`config.mk`:
```
export PLATFORM = sky130hd
export DESIGN_NAME = six_phase_pwm
export DESIGN_NICKNAME = d
export VERILOG_FILES = /design/src/rtl/pwm6_pkg.sv /design/src/rtl/pwm6_regs.sv /design/src/rtl/pwm6_carrier.sv /design/src/rtl/pwm6_deadband.sv /design/src/rtl/six_phase_pwm.sv
export SDC_FILE = /design/constraint.sdc
export NUM_CORES = 1
export LEC_CHECK = 0
export CAP_MARGIN = 10
export CORE_MARGIN = 2
export CORE_UTILIZATION = 49
export CTS_CLUSTER_SIZE = 28
export DETAILED_ROUTE_END_ITERATION = 10
export GPL_TIMING_DRIVEN = 1
export PLACE_DENSITY = 0.73
export SLEW_MARGIN = 20
export SYNTH_ARGS = -nofsm -noshare
export SYNTH_HDL_FRONTEND = slang
export SYNTH_SLANG_ARGS = --single-unit
```
`constraint.sdc`:
```
create_clock -name clk -period 3.6 [get_ports clk]
set_clock_uncertainty 0.15 [all_clocks]
set_input_delay 0.72 -clock clk [delete_from_list [all_inputs] [get_ports clk]]
set_output_delay 0.72 -clock clk [all_outputs]
set_load 0.03 [all_outputs]
```
`src/rtl/pwm6_pkg.sv`:
```
package pwm6_pkg;

  // write port register selects
  localparam logic [2:0] SEL_CYCLE  = 3'd0;
  localparam logic [2:0] SEL_DUTY_U = 3'd1;
  localparam logic [2:0] SEL_DUTY_V = 3'd2;
  localparam logic [2:0] SEL_DUTY_W = 3'd3;
  localparam logic [2:0] SEL_DEAD   = 3'd4;

  typedef enum logic {SLOPE_UP = 1'b1, SLOPE_DOWN = 1'b0} slope_e;

  // basic phase level: on while the carrier sits in 1..duty
  function automatic logic phase_on(input int unsigned carrier, input int unsigned duty);
    return (carrier != 0) && (carrier <= duty);
  endfunction

  // crest of the triangle for a programmed cycle value
  function automatic int unsigned crest_of(input int unsigned cycle);
    return cycle + 1;
  endfunction

endpackage

```
`src/rtl/pwm6_regs.sv`:
```
module pwm6_regs #(
  parameter int CNT_W  = 16,
  parameter int DT_W   = 10,
  parameter int PH     = 3,
  parameter int RST_CY = 2
) (
  input  logic                      clk,
  input  logic                      rst_n,
  input  logic                      wr_en,
  input  logic [2:0]                wr_addr,
  input  logic [CNT_W-1:0]          wr_data,
  output logic [CNT_W-1:0]          cycle_q,
  output logic [PH-1:0][CNT_W-1:0]  duty_q,
  output logic [DT_W-1:0]           dead_q
);
  import pwm6_pkg::*;

  always_ff @(posedge clk or negedge rst_n) begin
    if (!rst_n) begin
      cycle_q <= CNT_W'(RST_CY);
      duty_q  <= '0;
      dead_q  <= '0;
    end else if (wr_en) begin
      if (wr_addr == SEL_CYCLE) cycle_q <= wr_data;
      if (wr_addr == SEL_DEAD)  dead_q  <= wr_data[DT_W-1:0];
      for (int p = 0; p < PH; p++) begin
        if (wr_addr == SEL_DUTY_U + 3'(p)) duty_q[p] <= wr_data;
      end
    end
  end

endmodule

```
`src/rtl/pwm6_carrier.sv`:
```
module pwm6_carrier #(
  parameter int CNT_W = 16
) (
  input  logic             clk,
  input  logic             rst_n,
  input  logic             en,
  input  logic [CNT_W-1:0] cycle,
  output logic [CNT_W-1:0] cnt,
  output logic             turn
);
  import pwm6_pkg::*;

  slope_e           slope_q;
  logic [CNT_W-1:0] crest;
  logic             at_crest;
  logic             at_trough;

  assign crest     = CNT_W'(crest_of(32'(cycle)));
  assign at_crest  = (cnt == crest);
  assign at_trough = (cnt == CNT_W'(1));

  always_ff @(posedge clk or negedge rst_n) begin
    if (!rst_n) begin
      cnt     <= '0;
      slope_q <= SLOPE_UP;
    end else if (!en) begin
      cnt     <= '0;
      slope_q <= SLOPE_UP;
    end else if (slope_q == SLOPE_UP) begin
      if (at_crest) slope_q <= SLOPE_DOWN;
      else          cnt     <= cnt + CNT_W'(1);
    end else begin
      if (at_trough) slope_q <= SLOPE_UP;
      else           cnt     <= cnt - CNT_W'(1);
    end
  end

  assign turn = ((slope_q == SLOPE_UP) && at_crest) ||
                ((slope_q == SLOPE_DOWN) && at_trough);


  rise_step_chk: assert property (@(posedge clk) disable iff (!rst_n)
    (en && slope_q == SLOPE_UP && !at_crest) |=> (cnt == $past(cnt) + CNT_W'(1)));

  fall_step_chk: assert property (@(posedge clk) disable iff (!rst_n)
    (en && slope_q == SLOPE_DOWN && !at_trough) |=> (cnt == $past(cnt) - CNT_W'(1)));

  turn_single_chk: assert property (@(posedge clk) disable iff (!rst_n)
    turn |=> !turn);

  park_zero_chk: assert property (@(posedge clk) disable iff (!rst_n)
    !en |=> (cnt == '0));

endmodule

```
`src/rtl/pwm6_deadband.sv`:
```
module pwm6_deadband #(
  parameter int DT_W = 10
) (
  input  logic            clk,
  input  logic            rst_n,
  input  logic            en,
  input  logic            basic,
  input  logic [DT_W-1:0] dead,
  output logic            hi_q,
  output logic            lo_q
);
  logic            lvl_q;
  logic            wait_q;
  logic [DT_W-1:0] gap_q;
  logic            edge_w;
  logic            zero_dead;
  logic            gap_done;

  assign edge_w    = (basic != lvl_q);
  assign zero_dead = (dead == '0);
  assign gap_done  = (gap_q >= dead);

  always_ff @(posedge clk or negedge rst_n) begin
    if (!rst_n) begin
      lvl_q  <= 1'b0;
      wait_q <= 1'b1;
      gap_q  <= DT_W'(1);
      hi_q   <= 1'b0;
      lo_q   <= 1'b0;
    end else if (!en) begin
      lvl_q  <= 1'b0;
      wait_q <= 1'b1;
      gap_q  <= DT_W'(1);
      hi_q   <= 1'b0;
      lo_q   <= 1'b0;
    end else if (edge_w) begin
      lvl_q <= basic;
      gap_q <= DT_W'(1);
      if (zero_dead) begin
        hi_q   <= basic;
        lo_q   <= !basic;
        wait_q <= 1'b0;
      end else begin
        hi_q   <= 1'b0;
        lo_q   <= 1'b0;
        wait_q <= 1'b1;
      end
    end else if (wait_q) begin
      if (gap_done) begin
        hi_q   <= lvl_q;
        lo_q   <= !lvl_q;
        wait_q <= 1'b0;
      end else begin
        gap_q <= gap_q + DT_W'(1);
      end
    end
  end


  pair_excl_chk: assert property (@(posedge clk) disable iff (!rst_n)
    !(hi_q && lo_q));

  edge_blank_chk: assert property (@(posedge clk) disable iff (!rst_n)
    (en && edge_w && !zero_dead) |=> (!hi_q && !lo_q));

  edge_swap_chk: assert property (@(posedge clk) disable iff (!rst_n)
    (en && edge_w && zero_dead) |=> (hi_q != lo_q));

endmodule

```
`src/rtl/six_phase_pwm.sv`:
```
module six_phase_pwm #(
  parameter int CNT_W = 16,
  parameter int DT_W  = 10
) (
  input  logic             clk,
  input  logic             rst_n,
  input  logic             en,
  input  logic             wr_en,
  input  logic [2:0]       wr_addr,
  input  logic [CNT_W-1:0] wr_data,
  output logic             u_hi,
  output logic             u_lo,
  output logic             v_hi,
  output logic             v_lo,
  output logic             w_hi,
  output logic             w_lo,
  output logic             carrier_turn
);
  import pwm6_pkg::*;

  localparam int PH = 3;

  logic [CNT_W-1:0]         cycle_q;
  logic [PH-1:0][CNT_W-1:0] duty_q;
  logic [DT_W-1:0]          dead_q;
  logic [CNT_W-1:0]         carrier;
  logic [PH-1:0]            basic;
  logic [PH-1:0]            gate_hi;
  logic [PH-1:0]            gate_lo;

  pwm6_regs #(.CNT_W(CNT_W), .DT_W(DT_W), .PH(PH)) u_regs (
    .clk(clk), .rst_n(rst_n), .wr_en(wr_en), .wr_addr(wr_addr), .wr_data(wr_data),
    .cycle_q(cycle_q), .duty_q(duty_q), .dead_q(dead_q)
  );

  pwm6_carrier #(.CNT_W(CNT_W)) u_carrier (
    .clk(clk), .rst_n(rst_n), .en(en), .cycle(cycle_q),
    .cnt(carrier), .turn(carrier_turn)
  );

  for (genvar g = 0; g < PH; g++) begin : g_phase
    assign basic[g] = phase_on(32'(carrier), 32'(duty_q[g]));
    pwm6_deadband #(.DT_W(DT_W)) u_db (
      .clk(clk), .rst_n(rst_n), .en(en), .basic(basic[g]), .dead(dead_q),
      .hi_q(gate_hi[g]), .lo_q(gate_lo[g])
    );
  end

  assign u_hi = gate_hi[0];
  assign u_lo = gate_lo[0];
  assign v_hi = gate_hi[1];
  assign v_lo = gate_lo[1];
  assign w_hi = gate_hi[2];
  assign w_lo = gate_lo[2];


  idle_off_chk: assert property (@(posedge clk) disable iff (!rst_n)
    !en |=> (gate_hi == '0 && gate_lo == '0));

endmodule

```
**After elaboration in Yosys (flattened, before gate mapping)**

Cells that the tools add are included.

- Add/sub/neg operators: 6
- Order comparisons: 6
- Equal/unequal tests: 23
- Multiplexer cells: 69
- Bitwise gates (word level): 1
- Reductions and logical operators: 27

Operators with widths:

| kind | count |
|---|---|
| two-way mux 10 bit | 12 |
| two-way mux 16 bit | 4 |
| two-way mux 1 bit | 53 |
| <= comparator 16 bit | 3 |
| adder 16 x 1 -> 16 bit (second input constant) | 2 |
| adder 10 x 1 -> 10 bit (second input constant) | 3 |
| >= comparator 10 bit | 3 |
| AND reduction 2 bit | 12 |
| inequality test 3 x 1 -> 1 bit (second input constant) | 6 |
| equality test 16 x 1 -> 1 bit (second input constant) | 1 |
| equality test 16 bit | 1 |
| nonzero test 16 bit | 1 |
| subtractor 16 x 1 -> 16 bit (second input constant) | 1 |
| inequality test 3 x 2 -> 1 bit (second input constant) | 4 |
| logical NOT 10 bit | 1 |
| equality test 3 x 2 -> 1 bit (second input constant) | 2 |
| logical NOT 1 bit | 6 |
| inequality test 2 x 1 -> 1 bit (second input constant) | 3 |
| logical AND 1 bit | 5 |
| equality test 3 x 1 -> 1 bit (second input constant) | 1 |
| equality test 3 bit (second input constant) | 1 |
| logical NOT 3 bit | 1 |
| inequality test 1 bit | 3 |
| inequality test 3 bit (second input constant) | 1 |
| 2 further kinds | 2 |

- Bits in registers: 133
- Input port bits: 23
- Output and inout port bits: 7
- Logic and storage cells: 154

**Longest topological paths before layout**

Gate-level depths: netlist of run 1.

- Word-level depth: 6
- Gate-level depth with buffers: 11
- Depth with buffers taken out: 9

**Cells and area by module**

A second synthesis of run 1 with hierarchy kept.

- Cell total of the unflattened synthesis: 933
- Area total of the unflattened synthesis: 9351.5 µm²

By module, submodules not included:

| module | instances | cells an instance | area an instance (µm²) | seq. area each (µm²) |
|---|---|---|---|---|
| pwm6_deadband | 3 | 117 | 1068.5 | 352.8 |
| pwm6_regs | 1 | 160 | 2836.5 | 1853.0 |
| pwm6_carrier | 1 | 250 | 1981.9 | 426.7 |
| six_phase_pwm | 1 | 172 | 1327.5 | 0.0 |

**Least setup slack after synthesis of run 1**

No wires, ideal clock.

- Path kind: reg-to-output
- Start point: register u_regs.cycle_q[1]
- End point: output port carrier_turn
- Arrival time: 2260 ps
- Required time: 2730 ps
- Slack: 470 ps
- Stages on the path, launching flop included: 9
- Path buffers: 0
- Cells stage by stage: dfstp_2 > ha_1 > nand2_2 > or3_1 > o221ai_2 > o311ai_4 > nor4_1 > o211ai_1 > nand2_1

- Word-level cells in the longest chain between the ends: 4

Ends and longest elaborated chain:

| element | line | text |
|---|---|---|
| start: declaration | pwm6_regs.sv:12 | `output logic [CNT_W-1:0] cycle_q,` |
| start signal: assignment | pwm6_regs.sv:20 | `cycle_q <= CNT_W'(RST_CY);` |
| start signal: assignment | pwm6_regs.sv:24 | `if (wr_addr == SEL_CYCLE) cycle_q <= wr_data;` |
| adder 16 x 1 -> 16 bit | pwm6_pkg.sv:19 | `return cycle + 1;` |
| equality test 16 bit | pwm6_carrier.sv:19 | `assign at_crest = (cnt == crest);` |
| logical AND 1 bit | pwm6_carrier.sv:38 | `assign turn = ((slope_q == SLOPE_UP) && at_crest) \|\|` |
| logical OR 1 bit | pwm6_carrier.sv:38 |  |
| end: declaration | six_phase_pwm.sv:17 | `output logic carrier_turn` |

Every way passes these cells.

**Worst setup path after layout of run 1**

Same ends and word-level chain as after synthesis.

==> impl_results.md, run 1 <==
* Setup violations, final at 0
* GRT Util Overall at between 20% and 30%
* I/O Pins at 30
* Initial Utilization at 50.1%
* WP buf/inv at 2
* # diodes at 0
* Worst-Skew Late Latency at 0.43 ns
* Seq cells post-synth at 133
* Die Width at about 140 µm
* Average wire per standard cell at between 15 and 20 µm
* Clock sink total at between 100 and 150
* Initial DRC Count at roughly 700
* Cell Rows at 48
* Worst reg2reg setup slack at 0.37 ns
* Mapped cell area at approximately 8700 µm²
* Largest net degree at the start of global routing at between 70 and 80
* CP Launch Type: register
* CP max FO at 5
* Highest Clock Rate at ~290 MHz
* CP endpoint kind: output pin
* H-tree depth at 4
* CP max stage cell: dfstp_2
* Peak supply drop at roughly 0.35 mV
* Hold_buf cts at 0
* Final Critical Period at approximately 3.5 ns
* Vias in the first global route at around 6700
* Worst-path clk slew at 0.06 ns
* Status: finished, final reports clean
* Die Span Y at approximately 140 µm
* CP required at 2.73 ns
* Critical path arrival at approximately 2.6 ns
* Max_slew headroom at between 40% and 50%
* Post-synthesis net count at ~1000
* Post-Syn Instances at 910
* CTS max path bufs at 2
* Via-to-Cell Ratio at around 5.9
* Final #Nets at around 1100
* CTS Buf Count at 17
* Count leader, synth: dfrtp_1
* Most frequent cells after synthesis: 125 x dfrtp_1, 85 x ha_1, 80 x nand2_1
* Area growth syn-to-layout at 14.9%
* Cell leakage power at between 4 and 5 nW
* GRT Residual Overflow at 0
* Synth cell types at 72
* IO Port Bufs at 29
* Top-area cell type share of the netlist area at 36.1%
* Die footprint at between 15000 and 20000 µm²
* Crit Reg-Reg Startpoint: u_carrier.cnt[7]
* R2r endpoint: g_phase[2].u_db.gap_q[3]
* Hold Path Class: in2async
* Storage cell area at 3350 µm²
* Main synth FF type: dfrtp_1
* Detail Route Antenna Nets at 0
* RSZ-0062 raised after global routing: yes
* Core Area at approximately 17000 µm²
* Setup WS post-layout at 0.101 ns
* Total routed wirelength at roughly 22000 µm
* Gpl congestion at roughly 0.91
* PD cells at 493 nW/µm²
* Slew @ Worst Pin at between 0.8 and 0.9 ns
* CTS tree: built
* Critical Path Sink: carrier_turn
* Antenna violations before repair at 0
* Max-Cap Viols at 0
* Final Max Tran Viols at 0
* Area of the multi-input gates at about 4900 µm²
* Yosys top cell by area: dfrtp_1
* Detailed placer's ending HPWL at between 15000 and 20000 µm
* Drc violations at 0
* DR pass1 iterations at 5
* Final Cycle Share at 97.2%
* CP startpoint: u_regs.cycle_q[1]
* First-pass GRT wire length at about 35000 µm
* Routed via count at ~7000
* CP delay by family, top: simple AND/OR/NAND/NOR gates
* Layout cells sized above 1 at between 10% and 20%
* Register area share after synthesis at 38.5%
* Post-synth EDFFs at 0
* Worst reg-to-reg path cell count at 7
* Place WS at ~0.33 ns
* Top cells by area, synth: dfrtp_1 36%, ha_1 12%, mux2_2 4.5%
* Clk root buf: clkbuf_16
* Final-layout fill cell count at 1508
* Crit path kind: reg2out
* Total negative slack at 0 ns
* Stages on worst setup path at 9
* Synthesized area per cell at approximately 9.5 µm²
* Final Hold Vio Count at 0
* Synth warn at 0
* Critical-path cell list: ha_4, inv_1, or3_1, a21oi_2, o21ai_2, nor4_2, o211ai_1, nand2_1, buf_6
* Ys async rst share at 100%
* Crit-path max cell delay at roughly 0.57 ns
cell families after synthesis:
kind of cell / synth area share [%]
flip-flops: 38.5
multiplexers: 5.94
adder cells (fa/ha/maj): 12.3
AO/OA/AOI/OAI: 14.4
XOR/XNOR: 4.55
AND/OR/NAND/NOR: 19.1
buffers and inverters: 5.24
placed cells by master, fill, tap and decap left out, types with 7 or more instances in the layout:
cell type,n
dfrtp_1,118
ha_1,84
nand2_1,80
inv_1,71
o21ai_0,56
nor2_1,42
nand4_1,41
a21oi_1,37
mux2_2,35
xor2_1,32
buf_4,29
clkdlybuf4s50_1,27
nand3_1,23
clkbuf_16,17
and3_1,16
nor3_1,15
a21o_1,14
xnor2_1,12
mux2i_1,12
o31ai_1,10
or4_1,10
or3_1,10
nor4_1,9
nand2b_1,9
o21a_1,9
a21boi_1,9
o211ai_1,8
dfstp_2,8
nor2b_1,7
dfrtp_2,7
metrics by stage:
stage               std cells  hold WS [ns]  total power, W  cell area (µm²)  utilization [%]
floorplan                 910         0.274         0.00271             8660                -
global placement         1148         0.338         0.00301             9230             53.3
detailed placement       1148         0.345         0.00305             9230             53.3
CTS                      1182         0.190         0.00489             9880             57.1
global route             1186         0.206         0.00517             9960             57.6
finish                   1186         0.141         0.00491             9960             57.6
worst min path at each step:
stage,start,endpoint,depth (start not counted)
2_1_floorplan,rst_n,g_phase[0].u_db.gap_q[1],0
3_3_place_gp,u_regs.duty_q[47],u_regs.duty_q[47],1
3_5_place_dp,u_regs.duty_q[38],u_regs.duty_q[38],1
4_1_cts,rst_n,u_regs.duty_q[44],1
6_report,rst_n,u_regs.duty_q[44],1
5_1_grt,rst_n,u_regs.duty_q[44],1
metal layers:
metal	vias to the layer above	routed length [µm]	global-route usage, %
li1	3380	-	-
met5	-	0	0
met3	34	1320	5.78
met2	195	9600	36.3
met4	0	513	8.36
met1	3426	10100	34.4
cell type report:
type	instances	area share [%]
multi-input combinational	668	49.7
sequential	133	33.6
timing repair buffer	58	5.13
clock buffer	20	4.59
tap	225	2.83
inverter	71	2.68
clock inverter	11	1.51
what timing repair did:
action	4_1_cts	5_1_grt
setup endpoints to repair	1	1
pin swaps	3	7
resized for setup	4	16
buffers inserted	3	4
endpoints found under the hold margin	0	0
report_power, final:
group	switching, W	total (W)	internal, W
Clock	0.000686	0.00181	0.00113
Combinational	0.000675	0.00118	0.000503
Sequential	0.000195	0.00192	0.00173
state kept, by name, summed over array words and instances (netlist names):
| signal | count |
|---|---|
| u_regs.duty_q | 48 |
| u_carrier.slope_q | 1 |
| g_phase.u_db.hi_q | 3 |
| u_carrier.cnt | 16 |
| u_regs.cycle_q | 16 |
| g_phase.u_db.lo_q | 3 |
| g_phase.u_db.wait_q | 3 |
| g_phase.u_db.gap_q | 30 |
| g_phase.u_db.lvl_q | 3 |
| u_regs.dead_q | 10 |
Power figures use the tool's default switching activity.
==> run 2, diff against run 1 <==
==> constraint.sdc (replaced) <==
create_clock -name clk -period 3.6 [get_ports clk]
set_clock_uncertainty 0.15 [all_clocks]
set_input_delay 1.08 -clock clk [delete_from_list [all_inputs] [get_ports clk]]
set_output_delay 1.08 -clock clk [all_outputs]
set_load 0.03 [all_outputs]
==> impl_results.md, run 2 (synthesized netlist as in run 1, its figures left out) <==
* CP endpoint kind: output pin
* GRT Residual Overflow at 0 (unchanged)
* Die footprint at 18800 µm² (unchanged)
* Crit path kind: reg2out
* Die Span Y at 137 µm (unchanged)
* Slew @ Worst Pin at 0.734 ns (-0.0787 ns)
* Hold Path Class: reg2reg
* Max-Cap Viols at 0 (unchanged)
* Cell leakage power at 4.66 nW (+2.0%)
* Met1 Resource Use GR at 35.3% (+0.97 points)
* Largest net degree at the start of global routing at 63 (-15%)
* Peak supply drop at 0.348 mV (-0.86%)
* CTS max path bufs at 2 (unchanged)
* DP Area at 9370 µm² (+1.6%)
* Worst reg-to-reg path cell count at 9 (+2)
* Core Area at 17300 µm² (unchanged)
* Most frequent cells in the layout: 125 x dfrtp_1, 84 x ha_1, 80 x nand2_1
* DR pass1 iterations at 6 (+1)
* Cell Rows at 48 (unchanged)
* # diodes at 0 (unchanged)
* CTS tree: built
* Vias in the first global route at 7039 (+4.8%)
* Antenna violations before repair at 0 (unchanged)
* Final #Nets at 1070 (+1.2%)
* Total power at 0.00504 W (+2.7%)
* Average wire per standard cell at 18.5 µm (+2.1%)
* Hold_buf cts at 0 (unchanged)
* Detail Route Antenna Nets at 0 (unchanged)
* Hold-critical path depth at 1
* GR met3 Demand/Resource at 6.30% (+0.52 points)
* Total routed wirelength at 22200 µm (+3.3%)
* Critical path arrival at 2.63 ns (about the same)
* Most used routing layer: met2
* Largest regs: u_regs.duty_q: 48 flops, g_phase.u_db.gap_q: 30 flops
* Routed via count at 7124 (+1.3%)
* Via-to-Cell Ratio at 5.94 (about the same)
* Finished Cell Area at 10100 µm² (+1.3%)
* Final Max Tran Viols at 0 (unchanged)
* Final Hold Vio Count at 0 (unchanged)
* Gpl congestion at 0.866 (-4.6%)
* Util after Layout at 58.3% (+0.77 points)
* Status: finished, violations left
* Final-layout fill cell count at 1507 (-0.066%)
* PD cells at 500 nW/µm² (+1.3%)
* GRT Util Overall at 25.3% (+0.98 points)
* Most common cell after layout, fill and taps aside: dfrtp_1
* Setup violations, final at 1 (+1)
* Highest Clock Rate at 259 MHz (-9.5%)
* CP max FO at 2 (-3)
* CP Launch Type: register
* Clock sink total at 133 (unchanged)
* Layout cells sized above 1 at 14.5% (+0.10 points)
* Area of the multi-input gates at 4940 µm² (-0.15%)
* Worst-path clk slew at 0.06 ns (about the same)
* Final Critical Period at 3.86 ns (+0.365 ns)
* Detailed placer's ending HPWL at 16400 µm (+6.1%)
* Violated checks: negative setup slack
* Final Cycle Share at 107% (+10 points)
* CP required at 2.37 ns (-0.36 ns)
* Biggest register: u_regs.duty_q
* Max_slew headroom at 50.7% (+5.3 points)
* Max reg flops at 48 (unchanged)
* Worst-Skew Late Latency at 0.42 ns (about the same)
* RSZ-0062 raised after global routing: yes
* Initial DRC Count at 513 (-25%)
* Setup WS post-layout at -0.264 ns (-0.365 ns)
* Clk root buf: clkbuf_16
* Area growth syn-to-layout at 16.5%
* Initial Utilization at 50.1% (unchanged)
* Met2 global-route usage at 38.5% (+2.1 points)
* Die Width at 137 µm (unchanged)
* I/O Pins at 30 (unchanged)
* Storage cell area at 3340 µm² (-0.26%)
* CTS Buf Count at 17 (unchanged)
* H-tree depth at 4 (unchanged)
* First-pass GRT wire length at 36600 µm (+4.5%)
* Drc violations at 0 (unchanged)
* IO Port Bufs at 29 (unchanged)
## run 2: changes by cell type in the layout (fill, tap and decap cells not counted), sizes merged
cell	delta
inv	-2
clkinv	-2
buf	+13
clkinvlp	-1
clkbuf	+5
bufinv	+1
## run 2: per-layer routing
layer | vias up | part of all wire (%)
met1 | 3510 | 47
met3 | 31 | 6.1
met2 | 186 | 45
met5 | - | 0
met4 | 0 | 2.0
li1 | 3397 | -
## run 2: path summary, 6_finish.rpt
check                                  start                      to  slack [ns]
setup / recovery           u_regs.cycle_q[1]            carrier_turn       -0.26
hold / removal             u_regs.duty_q[47]       u_regs.duty_q[47]        0.36
setup reg to reg            u_carrier.cnt[7]    g_phase[1].u_db.lo_q        0.45
hold reg to reg            u_regs.duty_q[47]       u_regs.duty_q[47]        0.36
max in group asynchronous              rst_n  g_phase[2].u_db.wait_q        2.04
min in group asynchronous              rst_n       u_regs.duty_q[45]        0.49
## run 2: what timing repair did
action                     in CTS  in global routing
buffers inserted                2                  0
setup endpoints to repair       1                  1
pin swaps                       7                  1
resized for setup              11                  0
## run 2: cell type report
class / instances / share of cell area [%]
inverters: 71 / 2.64
flip-flops and latches: 133 / 33.1
clock buffers: 25 / 5.01
clock inverters: 7 / 1.40
multi-input cells: 668 / 48.9
repair buffers: 71 / 6.15
well taps: 225 / 2.79
## run 2: where the power goes
group / switching [W] / total, W / internal [W]
Clock: 0.000654 / 0.00191 / 0.00125
Sequential: 0.000161 / 0.00189 / 0.00173
Combinational: 0.000716 / 0.00125 / 0.000532
Total: 0.00153 / 0.00504 / 0.00351
## run 2: worst max-delay path, stage by stage, from the launching register on
cell	delay (ns)
dfstp_2	0.55
ha_4	0.14
nand2_2	0.05
or3_4	0.35
o221ai_4	0.21
o311ai_4	0.13
nor4_2	0.29
o211ai_1	0.17
nand2_1	0.16
buf_6	0.15
## run 2: stage by stage
step           TNS (ns)  hold slack, ns  instances  worst slack, ns
2_1_floorplan         0           0.329        910            0.110
3_3_place_gp          0           0.337       1166           0.0843
3_5_place_dp          0           0.347       1166           0.0455
4_1_cts          -0.270           0.361       1200           -0.270
5_1_grt          -0.405           0.371       1200           -0.405
6_report         -0.264           0.357       1200           -0.264
==> run 3, diff against run 2 <==
Settings changed: GPL_ROUTABILITY_DRIVEN set to 0.
==> impl_results.md, run 3 (synthesized netlist as in run 1, its figures left out) <==
* Status: finished, violations left
* Violated checks: negative setup slack
* Layout cells sized above 1 at 14.6% (+0.12 points)
* PD cells at 485 nW/µm² (-3.0%)
* CP endpoint kind: output pin
* Area growth syn-to-layout at 15.9%
* CP required at 2.37 ns (about the same)
* DR pass1 iterations at 8 (+2)
* Die footprint at 18800 µm² (unchanged)
* # diodes at 0 (unchanged)
* Met2 WL at 9760 µm (-2.5%)
* Worst-Skew Late Latency at 0.43 ns (about the same)
* Routed via count at 7027 (-1.4%)
* CTS max path bufs at 2 (unchanged)
* Vias in the first global route at 6676 (-5.2%)
* Crit path kind: reg2out
* Total routed wirelength at 22000 µm (-0.96%)
* IO Port Bufs at 29 (unchanged)
* Final Cycle Share at 106% (-1.4 points)
* Max_slew headroom at 55.6% (+4.9 points)
* Via-to-Cell Ratio at 5.86 (-1.3%)
* CTS tree: built
* Slew @ Worst Pin at 0.664 ns (-0.0706 ns)
* Final #Nets at 1070 (unchanged)
* CTS Buf Count at 17 (unchanged)
* First-pass GRT wire length at 35200 µm (-3.9%)
* Detailed placer's ending HPWL at 15700 µm (-4.2%)
* Top Layer Used: met4
* GRT Util Overall at 24.6% (-0.63 points)
* Crit Reg-Reg Startpoint: u_carrier.cnt[7]
* Peak supply drop at 0.387 mV (+11%)
* RSZ-0062 raised after global routing: yes
* Setup violations, final at 1 (unchanged)
* HP Start: u_regs.duty_q[47]
* Place WS at 0.111 ns (+0.0656 ns)
* R2r endpoint: g_phase[2].u_db.gap_q[8]
* Detail Route Antenna Nets at 0 (unchanged)
* CP Launch Type: register
* CP max FO at 8 (+6)
* Critical path arrival at 2.58 ns (-0.05 ns)
* Die Width at 137 µm (unchanged)
* Cell leakage power at 4.62 nW (-0.77%)
* Clk root buf: clkbuf_16
* Max-Cap Viols at 0 (unchanged)
* GRT Residual Overflow at 0 (unchanged)
* Clock sink total at 133 (unchanged)
* I/O Pins at 30 (unchanged)
* Biggest register: u_regs.duty_q
* CP max stage cell: dfrtp_2
* Max reg flops at 48 (unchanged)
* Area of the multi-input gates at 4950 µm² (+0.25%)
* Die Span Y at 137 µm (unchanged)
* Highest Clock Rate at 262 MHz (+1.3%)
* H-tree depth at 4 (unchanged)
* Met1 WL at 10400 µm (about the same)
* Crit-path max cell delay at 0.42 ns (-0.13 ns)
* Final Hold Vio Count at 0 (unchanged)
* Hold_buf cts at 0 (unchanged)
* Worst-path clk slew at 0.06 ns (about the same)
* CP startpoint: u_regs.cycle_q[2]
* Most common cell after layout, fill and taps aside: dfrtp_1
* Largest net degree at the start of global routing at 63 (unchanged)
* Average wire per standard cell at 18.3 µm (-0.88%)
* Final Critical Period at 3.81 ns (-0.0494 ns)
* Initial Utilization at 50.1% (unchanged)
* Most frequent CP cell: buf_6
* Util after Layout at 58.1% (-0.28 points)
* Most frequent cells in the layout: 123 x dfrtp_1, 84 x ha_1, 80 x nand2_1
* Cell Rows at 48 (unchanged)
* Critical Path Sink: carrier_turn
* Worst reg-to-reg path cell count at 8 (-1)
* Storage cell area at 3340 µm² (about the same)
* Core Area at 17300 µm² (unchanged)
* Final Max Tran Viols at 0 (unchanged)
* Largest regs: u_regs.duty_q: 48 flops, g_phase.u_db.gap_q: 30 flops
* Initial DRC Count at 567 (+11%)
* Worst reg2reg setup slack at 0.23 ns (-0.22 ns)
* Antenna violations before repair at 0 (unchanged)
* Hold Path Class: reg2reg
* Drc violations at 0 (unchanged)
* Critical-path cell list: nand4_1, buf_6, or3_4, a21oi_4, o21ai_2, nor4_2, o211ai_1, nand2_1, buf_6
* Setup WS post-layout at -0.214 ns (+0.0494 ns)
* Final-layout fill cell count at 1469 (-2.5%)
* Routed wl met3 at 1320 µm (-2.3%)
## run 3: cell types whose count changed in the layout (fill, tap and decap cells not counted), moves of 2 or more
| cell | previous run | this run |
|---|---|---|
| dfrtp_2 | 0 | 2 |
| buf_4 | 41 | 39 |
| dfrtp_1 | 125 | 123 |
| buf_6 | 2 | 4 |
| bufinv_16 | 4 | 2 |
| clkbuf_1 | 3 | 6 |
## run 3: repair_timing
action | 4_1_cts | 5_1_grt
setup buffers | 1 | 8
endpoints found under the setup margin | 1 | 1
pin swaps | 5 | 11
resized for setup | 4 | 14
## run 3: final cells by class
class	instances	area share [%]
clock buffers	27	5.01
flip-flops and latches	133	33.3
clock inverters	4	0.723
well taps	225	2.80
multi-input cells	668	49.3
inverters	71	2.65
repair buffers	71	6.25
## run 3: how the worst min path moves through the flow
stage | endpoint | slack (ns) | cells after the start
2_1_floorplan | u_regs.duty_q[33] | 0.33 | 1
3_3_place_gp | u_regs.duty_q[42] | 0.34 | 1
3_5_place_dp | u_regs.duty_q[47] | 0.34 | 1
4_1_cts | u_regs.duty_q[47] | 0.36 | 1
5_1_grt | u_regs.duty_q[43] | 0.36 | 1
6_report | u_regs.duty_q[47] | 0.35 | 1
## run 3: worst max-delay path: cells and delay by family (launching register included)
kind                   cells  cell delay [ns]
flip-flops                 1             0.42
AND/OR/NAND/NOR            4             1.02
buffers and inverters      2             0.33
AO/OA/AOI/OAI              3             0.40
## run 3: report_power, final
| part | internal, W | leakage, nW | switching, W |
|---|---|---|---|
| Sequential | 0.00173 | 1.68 | 0.000175 |
| Clock | 0.00109 | 0.278 | 0.000635 |
| Combinational | 0.000535 | 2.66 | 0.000708 |
## run 3: metal layers
metal	track usage [%]	vias to the layer above
met5	0	-
met4	9.22	0
met3	5.15	39
met2	36.5	212
met1	35.3	3369
li1	-	3407
## run 3: metrics by stage
| step | hold WS, ns | total power, W | instance area (µm²) | TNS (ns) | instances |
|---|---|---|---|---|---|
| after floorplan | 0.329 | 0.00271 | 8660 | 0 | 910 |
| after global placement | 0.336 | 0.00304 | 9320 | 0 | 1159 |
| after detailed placement | 0.344 | 0.00308 | 9320 | 0 | 1159 |
| after CTS | 0.357 | 0.00483 | 9930 | -0.260 | 1191 |
| after global routing | 0.365 | 0.00513 | 10000 | -0.351 | 1199 |
| final | 0.353 | 0.00487 | 10000 | -0.214 | 1199 |
